[config.mk]
export PLATFORM = sky130hd
export DESIGN_NAME = irq_vec_ctrl
export DESIGN_NICKNAME = d
export VERILOG_FILES = /design/src/rtl/irq_vec_pkg.sv /design/src/rtl/irq_edge_det.sv /design/src/rtl/irq_prio_enc.sv /design/src/rtl/irq_vec_ctrl.sv
export SDC_FILE = /design/constraint.sdc
export NUM_CORES = 1
export LEC_CHECK = 0
export ABC_AREA = 1
export BUFFER_PORTS_ARGS = -buffer_cell sky130_fd_sc_hd__buf_4
export CAP_MARGIN = 20
export CORE_MARGIN = 5
export CORE_UTILIZATION = 45
export CTS_CLUSTER_SIZE = 16
export DETAILED_ROUTE_END_ITERATION = 16
export PLACE_DENSITY = 0.71
export SLEW_MARGIN = 20
export SYNTH_ARGS = -nofsm -noshare
export SYNTH_HDL_FRONTEND = slang
export SYNTH_SLANG_ARGS = --single-unit
[constraint.sdc]
create_clock -name clk -period 5.85 [get_ports clk]
set_clock_uncertainty 0.15 [all_clocks]
set_input_delay 1.17 -clock clk [delete_from_list [all_inputs] [get_ports clk]]
set_output_delay 1.17 -clock clk [all_outputs]
set_load 0.01 [all_outputs]
[src/rtl/irq_vec_pkg.sv]
package irq_vec_pkg;
    localparam int NUM_MASK = 15;
    localparam int NUM_EXT  = 7;
    localparam int NUM_EVT  = 8;
    localparam int NUM_LVL  = NUM_MASK + 2;
    localparam int LVL_W    = $clog2(NUM_LVL);

    typedef struct packed {
        logic                rst_pend;
        logic [NUM_MASK-1:0] req;
        logic [NUM_MASK-1:0] en;
        logic [NUM_EXT-1:0]  pol;
    } ctl_t;

    // request bit fed by external pin i
    function automatic int ext_slot(int i);
        case (i)
            0: return 0;
            1: return 1;
            2: return 8;
            3: return 9;
            4: return 11;
            5: return 12;
            default: return 13;
        endcase
    endfunction

    // request bit fed by event pulse j
    function automatic int evt_slot(int j);
        case (j)
            0: return 2;
            1: return 3;
            2: return 4;
            3: return 5;
            4: return 6;
            5: return 7;
            6: return 10;
            default: return 14;
        endcase
    endfunction

    // 0: always valid, 1: needs serial-1, 2: needs serial-2
    function automatic int evt_gate(int j);
        case (j)
            0, 1: return 1;
            6: return 2;
            default: return 0;
        endcase
    endfunction
endpackage

[src/rtl/irq_edge_det.sv]
module irq_edge_det #(
    parameter int STAGES = 2
) (
    input  logic clk,
    input  logic rst_n,
    input  logic pin_i,
    input  logic pol_i,
    output logic edge_o
);
    typedef struct packed {
        logic [STAGES-1:0] sync;
        logic              eff;
    } edge_st_t;

    edge_st_t d, q;

    always_comb begin
        d      = q;
        d.sync = {q.sync[STAGES-2:0], pin_i};
        d.eff  = q.sync[STAGES-1] ^ pol_i;
        edge_o = d.eff & ~q.eff;
    end

    always_ff @(posedge clk or negedge rst_n) begin
        if (!rst_n) q <= '0;
        else        q <= d;
    end
endmodule

[src/rtl/irq_prio_enc.sv]
module irq_prio_enc #(
    parameter int                NUM_LVL = 17,
    parameter int                LVL_W   = 5,
    parameter int                ADDR_W  = 16,
    parameter logic [ADDR_W-1:0] VEC_TOP = 16'hFFFC
) (
    input  logic [NUM_LVL-1:0] pend,
    output logic               any_o,
    output logic [LVL_W-1:0]   win_o,
    output logic [ADDR_W-1:0]  vec_lo_o,
    output logic [ADDR_W-1:0]  vec_hi_o
);
    logic [NUM_LVL-1:0] low_mask;

    always_comb begin
        any_o = 1'b0;
        win_o = '0;
        for (int i = NUM_LVL - 1; i >= 0; i--) begin
            if (pend[i]) begin
                win_o = LVL_W'(i);
                any_o = 1'b1;
            end
        end
        vec_lo_o = VEC_TOP - ADDR_W'({win_o, 1'b0});
        vec_hi_o = vec_lo_o + ADDR_W'(1);
        low_mask = (NUM_LVL'(1) << win_o) - NUM_LVL'(1);
    end


    always_comb begin
        prio_win_chk: assert (!any_o || (pend[win_o] && ((pend & low_mask) == '0)));
    end
endmodule

[src/rtl/irq_vec_ctrl.sv]
module irq_vec_ctrl
    import irq_vec_pkg::*;
#(
    parameter int                ADDR_W      = 16,
    parameter logic [ADDR_W-1:0] VEC_TOP     = 16'hFFFC,
    parameter int                SYNC_STAGES = 2,
    parameter int                DATA_W      = 16
) (
    input  logic                clk,
    input  logic                rst_n,
    input  logic [NUM_EXT-1:0]  ext_pin,
    input  logic [NUM_EVT-1:0]  periph_evt,
    input  logic                ser1_on,
    input  logic                ser2_on,
    input  logic                brk_req,
    input  logic                iflag,
    input  logic                ack,
    output logic                irq_o,
    output logic                accept_o,
    output logic [ADDR_W-1:0]   vec_lo,
    output logic [ADDR_W-1:0]   vec_hi,
    input  logic [1:0]          reg_addr,
    input  logic                reg_wr,
    input  logic [DATA_W-1:0]   reg_wdata,
    output logic [DATA_W-1:0]   reg_rdata
);
    localparam int BRK_LVL = NUM_LVL - 1;

    ctl_t d, q;

    logic [NUM_EXT-1:0]  ext_edge;
    logic [NUM_MASK-1:0] hw_set;
    logic [NUM_MASK-1:0] ack_clr;
    logic [NUM_LVL-1:0]  pend;
    logic [LVL_W-1:0]    win;
    logic                any_pend;

    for (genvar g = 0; g < NUM_EXT; g++) begin : g_ext
        irq_edge_det #(.STAGES(SYNC_STAGES)) u_edge (
            .clk    (clk),
            .rst_n  (rst_n),
            .pin_i  (ext_pin[g]),
            .pol_i  (q.pol[g]),
            .edge_o (ext_edge[g])
        );
    end

    // hardware set vector: pin edges and gated event pulses
    always_comb begin
        hw_set = '0;
        for (int i = 0; i < NUM_EXT; i++) begin
            if (ext_edge[i]) hw_set[ext_slot(i)] = 1'b1;
        end
        for (int j = 0; j < NUM_EVT; j++) begin
            if (periph_evt[j] &&
                ((evt_gate(j) == 0) || (evt_gate(j) == 1 && ser1_on) ||
                 (evt_gate(j) == 2 && ser2_on)))
                hw_set[evt_slot(j)] = 1'b1;
        end
    end

    always_comb begin
        pend[0]       = q.rst_pend;
        pend[BRK_LVL] = brk_req;
        for (int k = 0; k < NUM_MASK; k++) begin
            pend[k+1] = q.req[k] & q.en[k] & ~iflag;
        end
    end

    irq_prio_enc #(
        .NUM_LVL (NUM_LVL),
        .LVL_W   (LVL_W),
        .ADDR_W  (ADDR_W),
        .VEC_TOP (VEC_TOP)
    ) u_enc (
        .pend     (pend),
        .any_o    (any_pend),
        .win_o    (win),
        .vec_lo_o (vec_lo),
        .vec_hi_o (vec_hi)
    );

    assign irq_o    = any_pend;
    assign accept_o = ack & any_pend;

    always_comb begin
        d = q;
        for (int k = 0; k < NUM_MASK; k++) begin
            ack_clr[k] = accept_o && (int'(win) == k + 1);
        end
        if (accept_o && win == '0) d.rst_pend = 1'b0;
        if (reg_wr) begin
            case (reg_addr)
                2'd0:    d.req = q.req & reg_wdata[NUM_MASK-1:0];
                2'd1:    d.en  = reg_wdata[NUM_MASK-1:0];
                2'd2:    d.pol = reg_wdata[NUM_EXT-1:0];
                default: ;
            endcase
        end
        d.req = (d.req & ~ack_clr) | hw_set;
    end

    always_comb begin
        case (reg_addr)
            2'd0:    reg_rdata = DATA_W'(q.req);
            2'd1:    reg_rdata = DATA_W'(q.en);
            2'd2:    reg_rdata = DATA_W'(q.pol);
            default: reg_rdata = '0;
        endcase
    end

    always_ff @(posedge clk or negedge rst_n) begin
        if (!rst_n) begin
            q          <= '0;
            q.rst_pend <= 1'b1;
        end else begin
            q <= d;
        end
    end


    rst_first_chk: assert property (@(posedge clk) disable iff (!rst_n)
        q.rst_pend |-> (irq_o && vec_lo == VEC_TOP));


    mask_hold_chk: assert property (@(posedge clk) disable iff (!rst_n)
        (iflag && !brk_req && !q.rst_pend) |-> !irq_o);


    sw_no_set_chk: assert property (@(posedge clk) disable iff (!rst_n)
        $past(rst_n) |-> ((q.req & ~$past(q.req) & ~$past(hw_set)) == '0));


    brk_unmask_chk: assert property (@(posedge clk) disable iff (!rst_n)
        brk_req |-> irq_o);


    ack_clear_chk: assert property (@(posedge clk) disable iff (!rst_n)
        accept_o |=> ((q.req & $past(ack_clr & ~hw_set)) == '0));
endmodule

==> flow_summary.yaml, run 1 <==
drt:
  wl_mm: 7.85
  routed_wire_length_per_instance_um: 14.9
  first_pass_drt_iterations: 4
  detail_route.drc_violations: 0
  ant_nets: 0
  via_count: 2624
  first_iter_violations: 104
  via_per_inst: 4.97
layout:
  final_net_count: 489
  final_area_mm2: 0.00374
  drive_above_1_share_pct: 23.9
  final_cell_count_no_fill: 528
  areaGrowthSynthToFinish_pct: 19.7
  antennaDiodeCount: 0
  mostFrequentLayoutCells: "93 x sky130_fd_sc_hd__nand2_1, 68 x sky130_fd_sc_hd__buf_4, 58 x sky130_fd_sc_hd__dfrtp_1, 47 x sky130_fd_sc_hd__inv_1, 36 x sky130_fd_sc_hd__o21ai_0"
  layout.cells.most_common: "sky130_fd_sc_hd__nand2_1"
cts:
  clock_sink_count: 59
  cts_tree: "built"
  postCtsResizedCells: 0
  clock_buffers_created_by_tritoncts: 9
  clock_latency_ps: 340
  cts.reportedPaths.clkPinSlew_ps: 70
  clock_path_buffers: 2
  cts-root-buf: "sky130_fd_sc_hd__clkbuf_8"
  post_cts_buffers: 0
  cts.htree.levels: 3
  hold_bufs_inserted_after_cts: 0
setup_path:
  r2r-start: "q[13]$_DFFE_PN0P_"
  worstPathMaxFanout: 9
  timing.critical_path.from_type: "primary input"
  critPathSlowestCell: "sky130_fd_sc_hd__ha_1"
  worstPathBufferInverterCount: 5
  req_time_crit_path_ps: 4530
  critical_path_arrival_ps: 3190
  cpLargestDelayFamily: "simple AND/OR/NAND/NOR gates"
  cp_cell_sequence: "buf_4, inv_2, nand3_1, nand2_1, nand2_1, nand2_1, nand2_1, nand2_1, nand2_1, nand2_1, nand2_1, nand2_1, nand2_1, nand2_1, nand2_1, nand2_1, nand2_1, inv_1, ha_1, nand3_1, nand2_1, inv_1, buf_4"
  critical_path_class: "primary input to primary output"
  timing.critical_path.mode_cell: "sky130_fd_sc_hd__nand2_1"
  crit_path_max_incr_delay_ps: 210
  crit-reg2reg-capture: "q[28]$_DFF_PN0_"
  endpoint_kind: "primary output"
  r2r_slack_ps: 3250
  reg2reg_depth: 16
logic_synthesis:
  synth_top_flop_cell: "sky130_fd_sc_hd__dfrtp_1"
  post_synth_inst_count: 378
  fraction_of_the_mapped_netlist_area_in_compound_gates_pct: 13.0
  synthTopCellsByArea: "sky130_fd_sc_hd__dfrtp_1 46%, sky130_fd_sc_hd__nand2_1 11%, sky130_fd_sc_hd__buf_4 6.7%"
  yosysTopAreaCell: "sky130_fd_sc_hd__dfrtp_1"
  yosysTopAreaCellShare_pct: 46.5
  synth-adder-area-share_pct: 2.00
  synthesis.yosys.warnings: 0
  synthMuxAreaShare_pct: 1.44
  combined_area_of_all_synthesized_cells_mm2: 0.00312
  yosys.area_share.simple_pct: 22.0
  synth_enable_flop_cells: 0
  synth_cell_type_count: 35
  synth_top_family_by_area: "simple AND/OR/NAND/NOR gates"
  mean_instance_size_in_the_synthesized_netlist_um2: 8.26
  async_reset_ff_share_pct: 100
  synth-seq-cells: 59
  synth_sequential_area_ratio_pct: 47.3
  synth-xor-area-share_pct: 0.281
timing:
  timing.final.hold_violations: 0
  setup_violations: 0
  report.final.slew_viol_count: 0
  grt_setup_unrepaired: "no"
  post-route-min-period_ps: 4510
  period_share_pct: 77.0
  finalSetupTns_ps: 0
  max_freq_ghz: 0.222
  max_slew_margin_pct: 40.3
  worst_slew_pin_slew_ps: 893
power_and_ir_drop:
  net_switching_fraction_of_the_power_pct: 37.9
  clock_power_share_pct: 23.5
  p_comb_share_pct: 37.8
  switching_power_mw: 0.508
  internal_power_mw: 0.833
  power.density_cell_area_mw_per_mm2: 359
  seqPwrFrac_pct: 38.6
  power_mw: 1.34
  worst_ir_drop_vdd_uv: 189
  power_leakage_nw: 1.95
grt:
  antenna_violations_before_repair: 0
  globalRoute.totalOverflow: 0
  grt_pass1_wl_mm: 12.5
  grt_util_all_layers_pct: 18.7
  vias_in_the_first_global_route: 2563
  grt_max_degree: 60
die:
  die_h_um: 93.3
  chipWidth_um: 93.3
  start_util_pct: 46.2
  floorplan.core_area_mm2: 0.00676
  die-area_mm2: 0.00870
  pin_count: 91
  rows: 30
flow_run:
  cap_violations: 0
placement:
  post_dp_cell_area_mm2: 0.00357
  gp_congestion: 0.819
  hpwlAfterDp_mm: 5.81
  placedCellCount: 512
  port_buffers: 66
run_status:
  outcome: "finished, final reports clean"
min_path:
  instance_count_along_the_most_critical_hold_path: 0
  timing.hold.worst.class: "register to register"
  hold-path-endpoint: "g_ext[6].u_edge.q[2]$_DFF_PN0_"
  hold_start: "g_ext[6].u_edge.d[2]$_DFF_PN0_"
[cells in the mapped netlist (3+ instances only)]
cell	n
sky130_fd_sc_hd__ha_1	5
sky130_fd_sc_hd__buf_4	28
sky130_fd_sc_hd__a31oi_1	7
sky130_fd_sc_hd__dfrtp_1	58
sky130_fd_sc_hd__mux2_2	4
sky130_fd_sc_hd__o21bai_1	4
sky130_fd_sc_hd__nor2_1	10
sky130_fd_sc_hd__nand3_2	3
sky130_fd_sc_hd__o21ai_0	36
sky130_fd_sc_hd__nand2_1	93
sky130_fd_sc_hd__clkbuf_1	7
sky130_fd_sc_hd__o21ai_1	9
sky130_fd_sc_hd__inv_1	47
sky130_fd_sc_hd__or2_2	7
sky130_fd_sc_hd__nor3_1	14
sky130_fd_sc_hd__nand3_1	17
sky130_fd_sc_hd__a22o_1	3
[cell type report]
class / instances / area, um^2
Sequential cell: 59 / 1480
Multi-Input combinational cell: 254 / 1290
Fill cell: 668 / 3020
Timing Repair Buffer: 68 / 510
Tap cell: 80 / 100
Clock buffer: 11 / 131
Clock inverter: 5 / 30.0
Inverter: 51 / 191
[flip-flops by register name (all words and copies together), names as in the netlist]
name	flops
q	37
g_ext.u_edge.q	14
g_ext.u_edge.d	7
pend	1
[through the flow]
| stage | util (%) | hold WS, ps | worst slack, ps |
|---|---|---|---|
| 2_1_floorplan | - | 181 | 1700 |
| 3_3_place_gp | 52.9 | 182 | 1330 |
| 3_5_place_dp | 52.9 | 185 | 1310 |
| 4_1_cts | 55.3 | 200 | 1300 |
| 5_1_grt | 55.3 | 203 | 1070 |
| 6_report | 55.3 | 198 | 1340 |
[power by group through the flow]
stage / clock, mW / combinational [mW] / sequential (mW)
detailed placement: 0 / 0.512 / 0.526
finish: 0.316 / 0.507 / 0.518
global route: 0.342 / 0.567 / 0.527
CTS: 0.320 / 0.514 / 0.518
global placement: 0 / 0.502 / 0.522
floorplan: 0 / 0.346 / 0.514
[worst max-delay path by stage]
stage / start / to / slack (ps) / cells past startpoint
after floorplan: iflag / vec_lo[3] / 1700 / 19
after global placement: iflag / vec_hi[5] / 1330 / 23
after detailed placement: iflag / vec_hi[5] / 1310 / 23
after CTS: iflag / vec_hi[5] / 1300 / 23
after global routing: iflag / vec_lo[5] / 1070 / 23
final: iflag / vec_hi[5] / 1340 / 23
[cell families after synthesis]
family / Yosys count
AND/OR/NAND/NOR: 152
AO/OA/AOI/OAI: 69
multiplexers: 4
buffers and inverters: 86
XOR/XNOR: 1
adder cells (fa/ha/maj): 5
other: 2
flip-flops: 59
[per-layer routing]
layer / vias to the layer above / wire length [um] / GRT usage [%]
met1: 1227 / 3560 / 24.1
met4: 0 / 148 / 7.08
met3: 15 / 545 / 4.67
met2: 82 / 3600 / 30.2
li1: 1300 / - / -
met5: - / 0 / 0
Power figures use the tool's default switching activity.
==> inputs of run 2 (changes only) <==
--- a/config.mk
+++ b/config.mk
@@ -5,7 +5,7 @@
 export SDC_FILE = /design/constraint.sdc
 export NUM_CORES = 1
 export LEC_CHECK = 0
-export ABC_AREA = 1
+export ABC_AREA = 0
 export BUFFER_PORTS_ARGS = -buffer_cell sky130_fd_sc_hd__buf_4
 export CAP_MARGIN = 20
 export CORE_MARGIN = 5
==> constraint.sdc (replaced) <==
create_clock -name clk -period 4.37 [get_ports clk]
set_clock_uncertainty 0.15 [all_clocks]
set_input_delay 0.874 -clock clk [delete_from_list [all_inputs] [get_ports clk]]
set_output_delay 0.874 -clock clk [all_outputs]
set_load 0.01 [all_outputs]
==> flow_summary.yaml, run 2 <==
setup_path:
  worstPathBufferInverterCount: 1
  crit_path_max_incr_delay_ps: 390
  cpLargestDelayFamily: "compound AO/OA/AOI/OAI gates"
  cp_cell_sequence: "nand2_1, a32oi_1, a21oi_1, o31ai_2, o21ai_1, a21oi_1, ha_1, mux2_2, nand2_1, buf_4"
  worstPathMaxFanout: 5
  r2r_slack_ps: 1730
  endpoint_kind: "primary output"
  critical_path_arrival_ps: 2550
  critical_path_class: "register to primary output"
  req_time_crit_path_ps: 3350
  timing.critical_path.from_type: "register"
  critPathSlowestCell: "sky130_fd_sc_hd__dfrtp_1"
timing:
  max_freq_ghz: 0.280
  timing.final.hold_violations: 0
  grt_setup_unrepaired: "no"
  report.final.slew_viol_count: 0
  max_slew_margin_pct: 51.7
  setup_violations: 0
  period_share_pct: 81.8
  post-route-min-period_ps: 3570
  worst_slew_pin_slew_ps: 724
  finalSetupTns_ps: 0
layout:
  final_net_count: 386
  drive_above_1_share_pct: 30.4
  max_ffs_per_register: 37
  mostFrequentLayoutCells: "66 x sky130_fd_sc_hd__buf_4, 58 x sky130_fd_sc_hd__dfrtp_1, 34 x sky130_fd_sc_hd__nand2_1, 23 x sky130_fd_sc_hd__conb_1, 15 x sky130_fd_sc_hd__mux2i_1"
  layout.filler_cells: 591
  antennaDiodeCount: 0
  layout.cells.most_common: "sky130_fd_sc_hd__buf_4"
  areaGrowthSynthToFinish_pct: 20.5
  top_register: "q"
cts:
  hold_bufs_inserted_after_cts: 0
  clock_sink_count: 59
  cts_tree: "built"
  clock_path_buffers: 2
  postCtsResizedCells: 0
  post_cts_buffers: 0
  cts.reportedPaths.clkPinSlew_ps: 60
  cts-root-buf: "sky130_fd_sc_hd__clkbuf_8"
  clock_buffers_created_by_tritoncts: 9
  cts.htree.levels: 3
  clock_latency_ps: 340
drt:
  via_count: 2279
  ant_nets: 0
  first_iter_violations: 163
  via_per_inst: 5.36
  wl_mm: 7.15
  first_pass_drt_iterations: 4
  routed_wire_length_per_instance_um: 16.8
  detail_route.drc_violations: 0
logic_synthesis:
  yosysTopAreaCellShare_pct: 47.3
  yosysTopAreaCell: "sky130_fd_sc_hd__dfrtp_1"
  synth_enable_flop_cells: 0
  synth.cells.most_frequent: "58 x sky130_fd_sc_hd__dfrtp_1, 34 x sky130_fd_sc_hd__nand2_1, 30 x sky130_fd_sc_hd__buf_4"
  synth_cell_type_count: 47
  synth_top_flop_cell: "sky130_fd_sc_hd__dfrtp_1"
  most_numerous_cell_in_the_yosys_netlist: "sky130_fd_sc_hd__dfrtp_1"
  async_reset_ff_share_pct: 100
  synth_sequential_area_ratio_pct: 48.2
  synth-seq-cells: 59
  mean_instance_size_in_the_synthesized_netlist_um2: 11.0
  post_synth_inst_count: 279
  combined_area_of_all_synthesized_cells_mm2: 0.00307
  synthTopCellsByArea: "sky130_fd_sc_hd__dfrtp_1 47%, sky130_fd_sc_hd__buf_4 7.3%, sky130_fd_sc_hd__mux2i_1 4.9%"
  synthesis.yosys.warnings: 0
power_and_ir_drop:
  worst_ir_drop_vdd_uv: 234
  seqPwrFrac_pct: 40.0
  internal_power_mw: 1.24
  switching_power_mw: 0.570
  clock_power_share_pct: 31.1
  net_switching_fraction_of_the_power_pct: 31.6
  power.density_cell_area_mw_per_mm2: 489
  p_comb_share_pct: 28.9
  power_leakage_nw: 1.74
  power_mw: 1.81
placement:
  port_buffers: 66
  hpwlAfterDp_mm: 5.16
  gp_congestion: 0.810
grt:
  globalRoute.totalOverflow: 0
  antenna_violations_before_repair: 0
  grt_util_all_layers_pct: 17.2
  vias_in_the_first_global_route: 2358
  grt_max_degree: 60
  grt_pass1_wl_mm: 11.3
die:
  floorplan.core_area_mm2: 0.00672
  die-area_mm2: 0.00856
  start_util_pct: 45.6
  rows: 30
  die_h_um: 92.5
  chipWidth_um: 92.5
  pin_count: 91
flow_run:
  cap_violations: 0
min_path:
  timing.hold.worst.class: "register to register"
run_status:
  outcome: "finished, final reports clean"
## run 2: cell types whose count changed after synthesis, moves of 10 or more
| cell | previous run | this run |
|---|---|---|
| sky130_fd_sc_hd__nand2_1 | 93 | 34 |
| sky130_fd_sc_hd__inv_1 | 47 | 3 |
| sky130_fd_sc_hd__o21ai_0 | 36 | 12 |
| sky130_fd_sc_hd__mux2i_1 | 0 | 15 |
| sky130_fd_sc_hd__nand3_1 | 17 | 2 |
| sky130_fd_sc_hd__mux2_1 | 0 | 10 |
| sky130_fd_sc_hd__nor3_1 | 14 | 4 |
## run 2: per-layer routing
| layer | GRT usage, % | part of all wire, % |
|---|---|---|
| met1 | 21.5 | 44 |
| met2 | 27.4 | 46 |
| met3 | 5.12 | 8.4 |
| met4 | 7.67 | 1.4 |
| met5 | 0 | 0 |
## run 2: metrics by stage
step	hold slack [ps]	area (um^2)	utilization (%)	std cells	worst slack [ps]
final	198	3690	55.0	425	796
after global routing	210	3690	55.0	425	570
after CTS	199	3690	55.0	425	791
after detailed placement	185	3470	51.6	409	945
after global placement	182	3470	51.6	409	975
after floorplan	181	3140	-	300	989
## run 2: worst paths after layout
path                                           startpoint                             end  cells past startpoint
hold / removal             g_ext[5].u_edge.d[2]$_DFF_PN0_  g_ext[5].u_edge.q[2]$_DFF_PN0_                      0
setup reg to reg                          q[30]$_DFF_PN0_                 q[26]$_DFF_PN0_                     10
max in group asynchronous                           rst_n  g_ext[6].u_edge.q[2]$_DFF_PN0_                      1
setup / recovery                          q[30]$_DFF_PN0_                       vec_hi[5]                     10
hold reg to reg            g_ext[5].u_edge.d[2]$_DFF_PN0_  g_ext[5].u_edge.q[2]$_DFF_PN0_                      0
min in group asynchronous                           rst_n                 q[36]$_DFF_PN0_                      1
## run 2: logic make-up after synthesis
group,after synthesis,share of synthesized area [%]
adders and majority gates,5,2.04
other,2,0.245
AOI/OAI and AO/OA,57,13.7
xor gates and xnor gates,8,2.29
buffers and inverters,41,9.35
and+or+nand+nor,69,10.8
DFF,59,48.2
muxes,38,13.3
## run 2: worst register-to-register path, stage by stage (launching register included)
cell                       delay [ps]
sky130_fd_sc_hd__dfrtp_1          390
sky130_fd_sc_hd__nand2_1          100
sky130_fd_sc_hd__a32oi_1          200
sky130_fd_sc_hd__a21oi_1           80
sky130_fd_sc_hd__o31ai_2          300
sky130_fd_sc_hd__o21ai_1          140
sky130_fd_sc_hd__a21oi_1          380
sky130_fd_sc_hd__ha_1             230
sky130_fd_sc_hd__nand2_1          170
sky130_fd_sc_hd__nor3_1           270
sky130_fd_sc_hd__o21bai_1         110
## run 2: cell type report
cell class	count	area [um^2]	area share (%)
flip-flops and latches	59	1480	40.0
multi-input cells	200	1380	37.4
repair buffers	66	495	13.4
clock buffers	11	151	4.10
well taps	80	100	2.71
clock inverters	5	75.1	2.03
inverters	4	15.0	0.406
## run 2: power groups by stage
stage / registers, mW / clock network, mW / logic (mW)
floorplan: 0.707 / 0 / 0.362
global placement: 0.726 / 0 / 0.509
detailed placement: 0.730 / 0 / 0.522
CTS: 0.721 / 0.568 / 0.525
global route: 0.735 / 0.594 / 0.572
finish: 0.722 / 0.562 / 0.521
